### config.mk
export PLATFORM = sky130hd
export DESIGN_NAME = ldpc_bitnode
export DESIGN_NICKNAME = d
export VERILOG_FILES = /design/src/rtl/vn_pkg.sv /design/src/rtl/vn_sat.sv /design/src/rtl/vn_chan.sv /design/src/rtl/vn_store.sv /design/src/rtl/vn_sum.sv /design/src/rtl/ldpc_bitnode.sv
export SDC_FILE = /design/constraint.sdc
export NUM_CORES = 1
export LEC_CHECK = 0
export CORE_ASPECT_RATIO = 2
export CORE_MARGIN = 2
export CORE_UTILIZATION = 59
export CTS_BUF_LIST = sky130_fd_sc_hd__clkbuf_16
export DETAILED_ROUTE_END_ITERATION = 8
export PLACE_DENSITY = 0.83
export SLEW_MARGIN = 40
export SYNTH_ARGS = -nofsm -noshare
export SYNTH_HDL_FRONTEND = slang
export SYNTH_HIERARCHICAL = 1
export SYNTH_SLANG_ARGS = --single-unit
### constraint.sdc
create_clock -name clk -period 6.61 [get_ports clk]
set_input_delay 1.322 -clock clk [delete_from_list [all_inputs] [get_ports clk]]
set_output_delay 1.322 -clock clk [all_outputs]
set_load 0.02 [all_outputs]
### src/rtl/vn_pkg.sv
package vn_pkg;
  // Source of the channel value
  typedef enum logic {
    SRC_SAMPLE = 1'b0,
    SRC_OUTER  = 1'b1
  } chan_src_e;
endpackage

### src/rtl/vn_sat.sv
module vn_sat #(
  parameter int IN_W  = 12,
  parameter int OUT_W = 8
) (
  input  logic signed [IN_W-1:0]  din,
  output logic signed [OUT_W-1:0] dout
);
  localparam logic signed [IN_W-1:0] HI = IN_W'((2 ** (OUT_W - 1)) - 1);
  localparam logic signed [IN_W-1:0] LO = IN_W'(-(2 ** (OUT_W - 1)));

  always_comb begin
    if (din > HI) begin
      dout = {1'b0, {(OUT_W-1){1'b1}}};
    end else if (din < LO) begin
      dout = {1'b1, {(OUT_W-1){1'b0}}};
    end else begin
      dout = din[OUT_W-1:0];
    end
  end
endmodule

### src/rtl/vn_chan.sv
module vn_chan
  import vn_pkg::*;
#(
  parameter int SAMP_W  = 6,
  parameter int SCALE_W = 5,
  parameter int FRAC_Y  = 2,
  parameter int MSG_W   = 8
) (
  input  logic signed [SAMP_W-1:0] sample,
  input  logic [SCALE_W-1:0]       scale,
  input  logic                     reliable,
  input  logic                     outer_bit,
  output logic signed [MSG_W-1:0]  chan
);
  localparam int PW = SAMP_W + SCALE_W + 1;

  chan_src_e             src;
  logic signed [PW-1:0]  prod;
  logic signed [PW-1:0]  scaled;
  logic signed [PW-1:0]  pos_unit;
  logic signed [PW-1:0]  outer_val;
  logic signed [PW-1:0]  raw;

  always_comb begin
    src       = reliable ? SRC_OUTER : SRC_SAMPLE;
    pos_unit  = PW'($signed({1'b0, scale}));
    prod      = PW'(sample) * pos_unit;
    scaled    = prod >>> FRAC_Y;
    outer_val = outer_bit ? -pos_unit : pos_unit;
    case (src)
      SRC_OUTER: raw = outer_val;
      default:   raw = scaled;
    endcase
  end

  vn_sat #(.IN_W(PW), .OUT_W(MSG_W)) u_sat (
    .din  (raw),
    .dout (chan)
  );
endmodule

### src/rtl/vn_store.sv
module vn_store #(
  parameter int DEG   = 3,
  parameter int MSG_W = 8
) (
  input  logic                   clk,
  input  logic                   rst_n,
  input  logic                   clr,
  input  logic                   we,
  input  logic [DEG*MSG_W-1:0]   din,
  output logic [DEG*MSG_W-1:0]   q
);
  logic [DEG*MSG_W-1:0] q_nxt;
  logic                 q_en;

  always_comb begin
    q_en  = clr | we;
    q_nxt = clr ? '0 : din;
  end

  always_ff @(posedge clk or negedge rst_n) begin
    if (!rst_n) begin
      q <= '0;
    end else if (q_en) begin
      q <= q_nxt;
    end
  end

  // a clear leaves every stored message at zero, even under a write
  a_r3_clear_wins: assert property (@(posedge clk) disable iff (!rst_n)
    clr |=> (q == '0));
  // without clear or write the store holds
  a_r3_store_holds: assert property (@(posedge clk) disable iff (!rst_n)
    (!clr && !we) |=> $stable(q));
endmodule

### src/rtl/vn_sum.sv
module vn_sum #(
  parameter int DEG   = 3,
  parameter int MSG_W = 8
) (
  input  logic signed [MSG_W-1:0] chan,
  input  logic [DEG*MSG_W-1:0]    cmsg,
  input  logic                    reliable,
  output logic [DEG*MSG_W-1:0]    vmsg,
  output logic signed [MSG_W-1:0] post
);
  localparam int TW = MSG_W + $clog2(DEG + 1) + 1;

  logic signed [TW-1:0]    total;
  logic signed [MSG_W-1:0] post_sat;
  logic [DEG*MSG_W-1:0]    ext_sat;

  always_comb begin
    total = TW'(chan);
    for (int k = 0; k < DEG; k++) begin
      total = total + TW'($signed(cmsg[k*MSG_W +: MSG_W]));
    end
  end

  vn_sat #(.IN_W(TW), .OUT_W(MSG_W)) u_sat_post (
    .din  (total),
    .dout (post_sat)
  );

  for (genvar g = 0; g < DEG; g++) begin : g_edge
    logic signed [TW-1:0]    ext_w;
    logic signed [MSG_W-1:0] ext_s;
    assign ext_w = total - TW'($signed(cmsg[g*MSG_W +: MSG_W]));
    vn_sat #(.IN_W(TW), .OUT_W(MSG_W)) u_sat_ext (
      .din  (ext_w),
      .dout (ext_s)
    );
    assign ext_sat[g*MSG_W +: MSG_W] = ext_s;
    assign vmsg[g*MSG_W +: MSG_W]    = reliable ? chan : ext_s;
  end

  assign post = reliable ? chan : post_sat;

  always_comb begin
    // a reliable bit sends its channel value on every edge
    if (reliable) begin
      a_r5_flat_edges: assert (vmsg == {DEG{chan}});
    end
  end
endmodule

### src/rtl/ldpc_bitnode.sv
module ldpc_bitnode #(
  parameter int DEG     = 3,
  parameter int SAMP_W  = 6,
  parameter int SCALE_W = 5,
  parameter int FRAC_Y  = 2,
  parameter int MSG_W   = 8
) (
  input  logic                     clk,
  input  logic                     rst_n,
  input  logic                     run_start,
  input  logic                     cmsg_we,
  input  logic [DEG*MSG_W-1:0]     cmsg_in,
  input  logic                     vld_in,
  input  logic signed [SAMP_W-1:0] samp_in,
  input  logic [SCALE_W-1:0]       scale_in,
  input  logic                     reliable_in,
  input  logic                     outer_bit_in,
  output logic                     vld_out,
  output logic [DEG*MSG_W-1:0]     vmsg_out,
  output logic signed [MSG_W-1:0]  post_out,
  output logic                     hard_out
);
  logic signed [MSG_W-1:0] chan;
  logic [DEG*MSG_W-1:0]    cmsg_q;
  logic [DEG*MSG_W-1:0]    vmsg_nxt;
  logic signed [MSG_W-1:0] post_nxt;
  logic                    hard_nxt;
  logic                    rel_q;
  logic                    res_en;

  vn_chan #(
    .SAMP_W(SAMP_W), .SCALE_W(SCALE_W), .FRAC_Y(FRAC_Y), .MSG_W(MSG_W)
  ) u_chan (
    .sample    (samp_in),
    .scale     (scale_in),
    .reliable  (reliable_in),
    .outer_bit (outer_bit_in),
    .chan      (chan)
  );

  vn_store #(.DEG(DEG), .MSG_W(MSG_W)) u_store (
    .clk   (clk),
    .rst_n (rst_n),
    .clr   (run_start),
    .we    (cmsg_we),
    .din   (cmsg_in),
    .q     (cmsg_q)
  );

  vn_sum #(.DEG(DEG), .MSG_W(MSG_W)) u_sum (
    .chan     (chan),
    .cmsg     (cmsg_q),
    .reliable (reliable_in),
    .vmsg     (vmsg_nxt),
    .post     (post_nxt)
  );

  always_comb begin
    res_en   = vld_in;
    hard_nxt = (post_nxt <= 0);
  end

  always_ff @(posedge clk or negedge rst_n) begin
    if (!rst_n) begin
      vld_out <= 1'b0;
    end else begin
      vld_out <= vld_in;
    end
  end

  always_ff @(posedge clk or negedge rst_n) begin
    if (!rst_n) begin
      vmsg_out <= '0;
      post_out <= '0;
      hard_out <= 1'b0;
      rel_q    <= 1'b0;
    end else if (res_en) begin
      vmsg_out <= vmsg_nxt;
      post_out <= post_nxt;
      hard_out <= hard_nxt;
      rel_q    <= reliable_in;
    end
  end

  // one-cycle latency, no spurious valid
  a_r9_valid_follows: assert property (@(posedge clk) disable iff (!rst_n)
    vld_in |=> vld_out);
  a_r9_no_spurious: assert property (@(posedge clk) disable iff (!rst_n)
    !vld_in |=> !vld_out);
  // results hold between requests
  a_r9_hold: assert property (@(posedge clk) disable iff (!rst_n)
    !vld_in |=> ($stable(post_out) && $stable(vmsg_out) && $stable(hard_out)));
  // registered decision agrees with registered posterior sign
  a_r7_hard_sign: assert property (@(posedge clk) disable iff (!rst_n)
    vld_out |-> (hard_out == (post_out <= 0)));
  // a reliable result has every edge equal to the posterior
  a_r6_reliable_post: assert property (@(posedge clk) disable iff (!rst_n)
    (vld_out && rel_q) |-> (vmsg_out == {DEG{post_out}}));
endmodule

==> results.sh, run 1 <==
export IMPL_track_usage_pct=65.1
export IMPL_die_h_um=160
export IMPL_port_buffers=75
export IMPL_ys_seq_area_share_pct=20.2
export IMPL_grt_pass1_vias=10100
export IMPL_initial_core_util_pct=59.9
export IMPL_gp_congestion=0.975
export IMPL_syn_instance_count=813
export IMPL_synth_top_area_share_pct=20.2
export IMPL_clock_sinks=58
export IMPL_hpwlAfterDp_mm=17.0
export IMPL_io_pins=76
export IMPL_haltStage="global routing"
export IMPL_holdBufCountCts=0
export IMPL_rows=57
export IMPL_syn_nets=955
export IMPL_syn_avg_cell_area_um2=8.83
export IMPL_synth_area_leader_cell="dfrtp_1"
export IMPL_die_w_um=82.0
export IMPL_synth_edff_count=0
export IMPL_h_tree_depth=3
export IMPL_toolErrorMsg="[ERROR GRT-0116] Global routing finished with congestion. Check the congestion regions in the DRC Viewer."
export IMPL_grt_overflow=5
export IMPL_yosys_register_bits=58
export IMPL_ys_dominant_reg_cell="dfrtp_1"
export IMPL_yosysWarnings=6
export IMPL_grt_pass1_wl_mm=62.1
export IMPL_synth_area_um2=7180
export IMPL_status="stopped before the end"
export IMPL_grt_max_degree=59
export IMPL_cts_buffer_depth=2
export IMPL_synthArstFlopShare_pct=100
export IMPL_synth_area_leaders="dfrtp_1 20%, ha_1 11%, fa_1 10%, inv_1 6.2%, mux2_2 5.3%"
export IMPL_root_buffer="clkbuf_16"
export IMPL_cts_made_buffers=9
export IMPL_synth_distinct_cells=57
==> cell families after synthesis <==
kind of cell    share of synthesized area [%]
xor+xnor                                 5.84
buf+inv                                  10.7
mux                                      9.24
compound gates                           17.3
simple gates                             15.5
flops                                    20.2
fa+ha+maj                                21.2
==> metal layers <==
| metal | GRT usage, % | GRT overflow |
|---|---|---|
| met5 | 9.17 | 0 |
| met4 | 60.3 | 2 |
| met3 | 47.6 | 0 |
| met2 | 80.5 | 3 |
| met1 | 68.5 | 0 |
==> Yosys cell counts, types with 2 or more instances <==
cell	instances
nor2_1	58
a21oi_1	29
o31ai_1	2
xor2_1	18
nor3_1	36
nand2_1	21
xnor2_1	28
a211oi_2	2
o21bai_1	8
nand2b_1	5
ha_1	64
a221oi_1	7
a21o_1	9
a21boi_1	24
clkbuf_2	4
nand3_1	4
a21boi_4	4
buf_4	5
buf_6	7
nor2b_1	11
nand4_1	7
o21ai_1	5
buf_2	3
a21boi_2	4
fa_1	36
o21a_1	8
inv_1	118
and2_1	26
dfrtp_1	58
or2_2	3
nor4_1	29
a211oi_1	7
buf_12	6
o211ai_1	6
o311ai_1	2
clkbuf_1	14
or3_1	4
mux2_2	34
and3_1	2
mux2i_1	28
o21ai_0	51
==> timing repair <==
action	4_1_cts
buffers inserted	34
endpoints found under the setup margin	33
gates cloned	3
pin swaps	105
gates resized for setup	231
==> stage by stage <==
stage          instance area [um2]  std cells  utilization [%]  hold slack (ps)  setup slack (ps)
2_1_floorplan                 7410        813                -              486             -2380
3_3_place_gp                  9330       1173             77.9              489             -3350
3_5_place_dp                  9330       1173             77.9              500             -3690
4_1_cts                      10900       1226             90.8              510             -2690
==> run 2: changes to the inputs <==
Settings changed: CORE_ASPECT_RATIO 2 to default, CORE_UTILIZATION 59 to 40, CTS_BUF_LIST sky130_fd_sc_hd__clkbuf_16 to default, PLACE_DENSITY 0.83 to default, PLACE_DENSITY_LB_ADDON from default to 0.15.
==> results.sh, run 2 <==
export IMPL_status="finished with violations"
export IMPL_violations="negative setup slack"
export IMPL_syn_avg_cell_area_um2=8.83
export IMPL_cp_data_required_time_ps=6820
export IMPL_die_area_um2=19000
export IMPL_vias_per_cell=5.20
export IMPL_die_w_um=138
export IMPL_synth_top_family_by_area="adder cells"
export IMPL_synth_area_um2=7180
export IMPL_max_stage_delay_ps=540
export IMPL_cts_made_buffers=9
export IMPL_critPathMostFrequentCell="fa_1"
export IMPL_cp_arrival_ps=9530
export IMPL_dp_slack_ps=-3800
export IMPL_r2r_setup_slack_ps=1510
export IMPL_synthAdderAreaFrac_pct=21.2
export IMPL_clock_sinks=58
export IMPL_utilization_pct=65.5
export IMPL_cts_tree="built"
export IMPL_top_layer_used="met4"
export IMPL_synth_area_leader_cell="dfrtp_1"
export IMPL_drc=0
export IMPL_hpwlAfterDp_mm=15.9
export IMPL_grt_overflow=0
export IMPL_min_path_type="flop to flop"
export IMPL_diodes=0
export IMPL_yosysWarnings=6
export IMPL_rsz0062_at_grt="true"
export IMPL_worst_setup_path_type="input pin to flop"
export IMPL_critPathLaunchType="input pin"
export IMPL_io_pins=76
export IMPL_wirelength_mm=22.3
export IMPL_initial_core_util_pct=41.2
export IMPL_hold_depth=1
export IMPL_syn_instance_count=813
export IMPL_vias=6885
export IMPL_synth_xor_area_share_pct=5.84
export IMPL_fp_coreArea_um2=17400
export IMPL_critical_path_buf_inv_count=11
export IMPL_post_route_worst_setup_slack_ps=-2710
export IMPL_maxCapViolCount=0
export IMPL_mostFrequentLayoutCells="200 x buf_4, 102 x inv_1, 63 x clkdlybuf4s50_1"
export IMPL_syn_nets=955
export IMPL_yosys_register_bits=58
export IMPL_drv_slew=0
export IMPL_synth_common_cells="118 x inv_1, 64 x ha_1, 58 x dfrtp_1, 58 x nor2_1, 51 x o21ai_0"
export IMPL_hold_viol=0
export IMPL_die_h_um=138
export IMPL_drt_initial_drc_count=356
export IMPL_synthMuxAreaShare_pct=9.24
export IMPL_rows=48
export IMPL_antenna_left=0
export IMPL_grt_max_degree=59
export IMPL_slowest_stage="fa_1"
export IMPL_drt_met1_wl_mm=9.86
export IMPL_ys_seq_area_share_pct=20.2
export IMPL_finalSetupViolCount=33
export IMPL_num_nets_final=1235
export IMPL_synthArstFlopShare_pct=100
export IMPL_yosysMostFrequentCell="inv_1"
export IMPL_clk_pin_slew_ps=50
export IMPL_crit_cells=39
export IMPL_root_buffer="clkbuf_16"
export IMPL_fin_crit_ps=9320
export IMPL_clock_insertion_delay_worst_skew_ps=330
export IMPL_port_buffers=75
export IMPL_synth_compound_area_share_pct=17.3
export IMPL_synth_area_leaders="dfrtp_1 20%, ha_1 11%, fa_1 10%, inv_1 6.2%, mux2_2 5.3%"
export IMPL_skew_ps=5.51
export IMPL_fin_crit_sh_pct=141
export IMPL_r2r_cells=24
export IMPL_drive_gt1_share_pct=42.7
export IMPL_crit_fanout=7
export IMPL_synth_edff_count=0
export IMPL_slew_headroom_pct=63.0
export IMPL_fmax_mhz=107
export IMPL_r2r_end="vmsg_out[10]"
export IMPL_first_pass_iters=5
export IMPL_yosys_area_share_simple_pct=15.5
export IMPL_synth_top_area_share_pct=20.2
export IMPL_stdcell_count=1323
export IMPL_ys_dominant_reg_cell="dfrtp_1"
export IMPL_reg_top3="u_store/q: 24 flops, vmsg_out: 24 flops, post_out: 8 flops"
export IMPL_holdBufCountCts=0
export IMPL_wl_met3_um=813
export IMPL_track_usage_pct=23.2
export IMPL_cp_end_kind="flop"
export IMPL_grt_pass1_wl_mm=34.6
export IMPL_wl_met2_mm=11.0
export IMPL_layout_commonest_cell="buf_4"
export IMPL_rr_startpoint="u_store/q[1]"
export IMPL_cp_top_family="adder cells"
export IMPL_gp_congestion=0.844
export IMPL_holdCritStartpoint="post_out[5]"
export IMPL_wl_per_cell_um=16.9
export IMPL_syn2layout_area_growth_pct=59.0
export IMPL_antenna_found_initial=0
export IMPL_h_tree_depth=3
export IMPL_grt_pass1_vias=6948
export IMPL_dp_cells=1255
export IMPL_cts_buffer_depth=2
export IMPL_whs_endpoint="post_out[5]"
export IMPL_synth_distinct_cells=57
export IMPL_worst_pin_slew_ps=556
-- run 2: cell counts after synthesis --
No cell type changed its count.
-- run 2: cell families after synthesis --
logic type	count (synthesis)
muxes	62
adders and majority gates	100
DFF	58
AOI/OAI and AO/OA	176
xor gates and xnor gates	47
buffers and inverters	157
and+or+nand+nor	213
-- run 2: worst max path at each step --
stage / start / end / slack, ps
finish: samp_in[4] / vmsg_out[10] / -2710
global route: samp_in[4] / vmsg_out[9] / -2950
CTS: scale_in[2] / vmsg_out[13] / -2690
detailed placement: scale_in[2] / vmsg_out[6] / -3800
global placement: samp_in[5] / vmsg_out[6] / -3760
floorplan: scale_in[2] / vmsg_out[12] / -2380
-- run 2: stage by stage --
stage / area, um2 / hold slack (ps) / setup TNS, ps
after floorplan: 7410 / 486 / -65850
after global placement: 9460 / 490 / -108670
after detailed placement: 9460 / 495 / -110390
after CTS: 10600 / 507 / -79220
after global routing: 11400 / 522 / -88080
final: 11400 / 501 / -79970
-- run 2: metal layers --
metal | vias up | track usage [%]
met5 | - | 0
met3 | 47 | 3.58
met4 | 0 | 7.31
li1 | 3356 | -
met2 | 170 | 39.5
met1 | 3312 | 30.3
-- run 2: what timing repair did --
action	in CTS	in global routing
hold endpoints to repair	0	0
setup buffers	26	27
pin swaps	77	91
cloned	3	0
gates resized for setup	174	119
endpoints found under the setup margin	33	33
-- run 2: cell type report --
class / instances / area [um2]
sequential: 58 / 1450
inverter: 118 / 445
clock inverter: 5 / 77.6
clock buffer: 11 / 243
tap: 225 / 282
fill: 1431 / 6010
timing repair buffer: 308 / 2690
multi-input combinational: 598 / 6220
Power of run 2 is left out: the tool's default activity adds up to more than one toggle a clock period on the data nets, which glitch-free logic cannot reach.
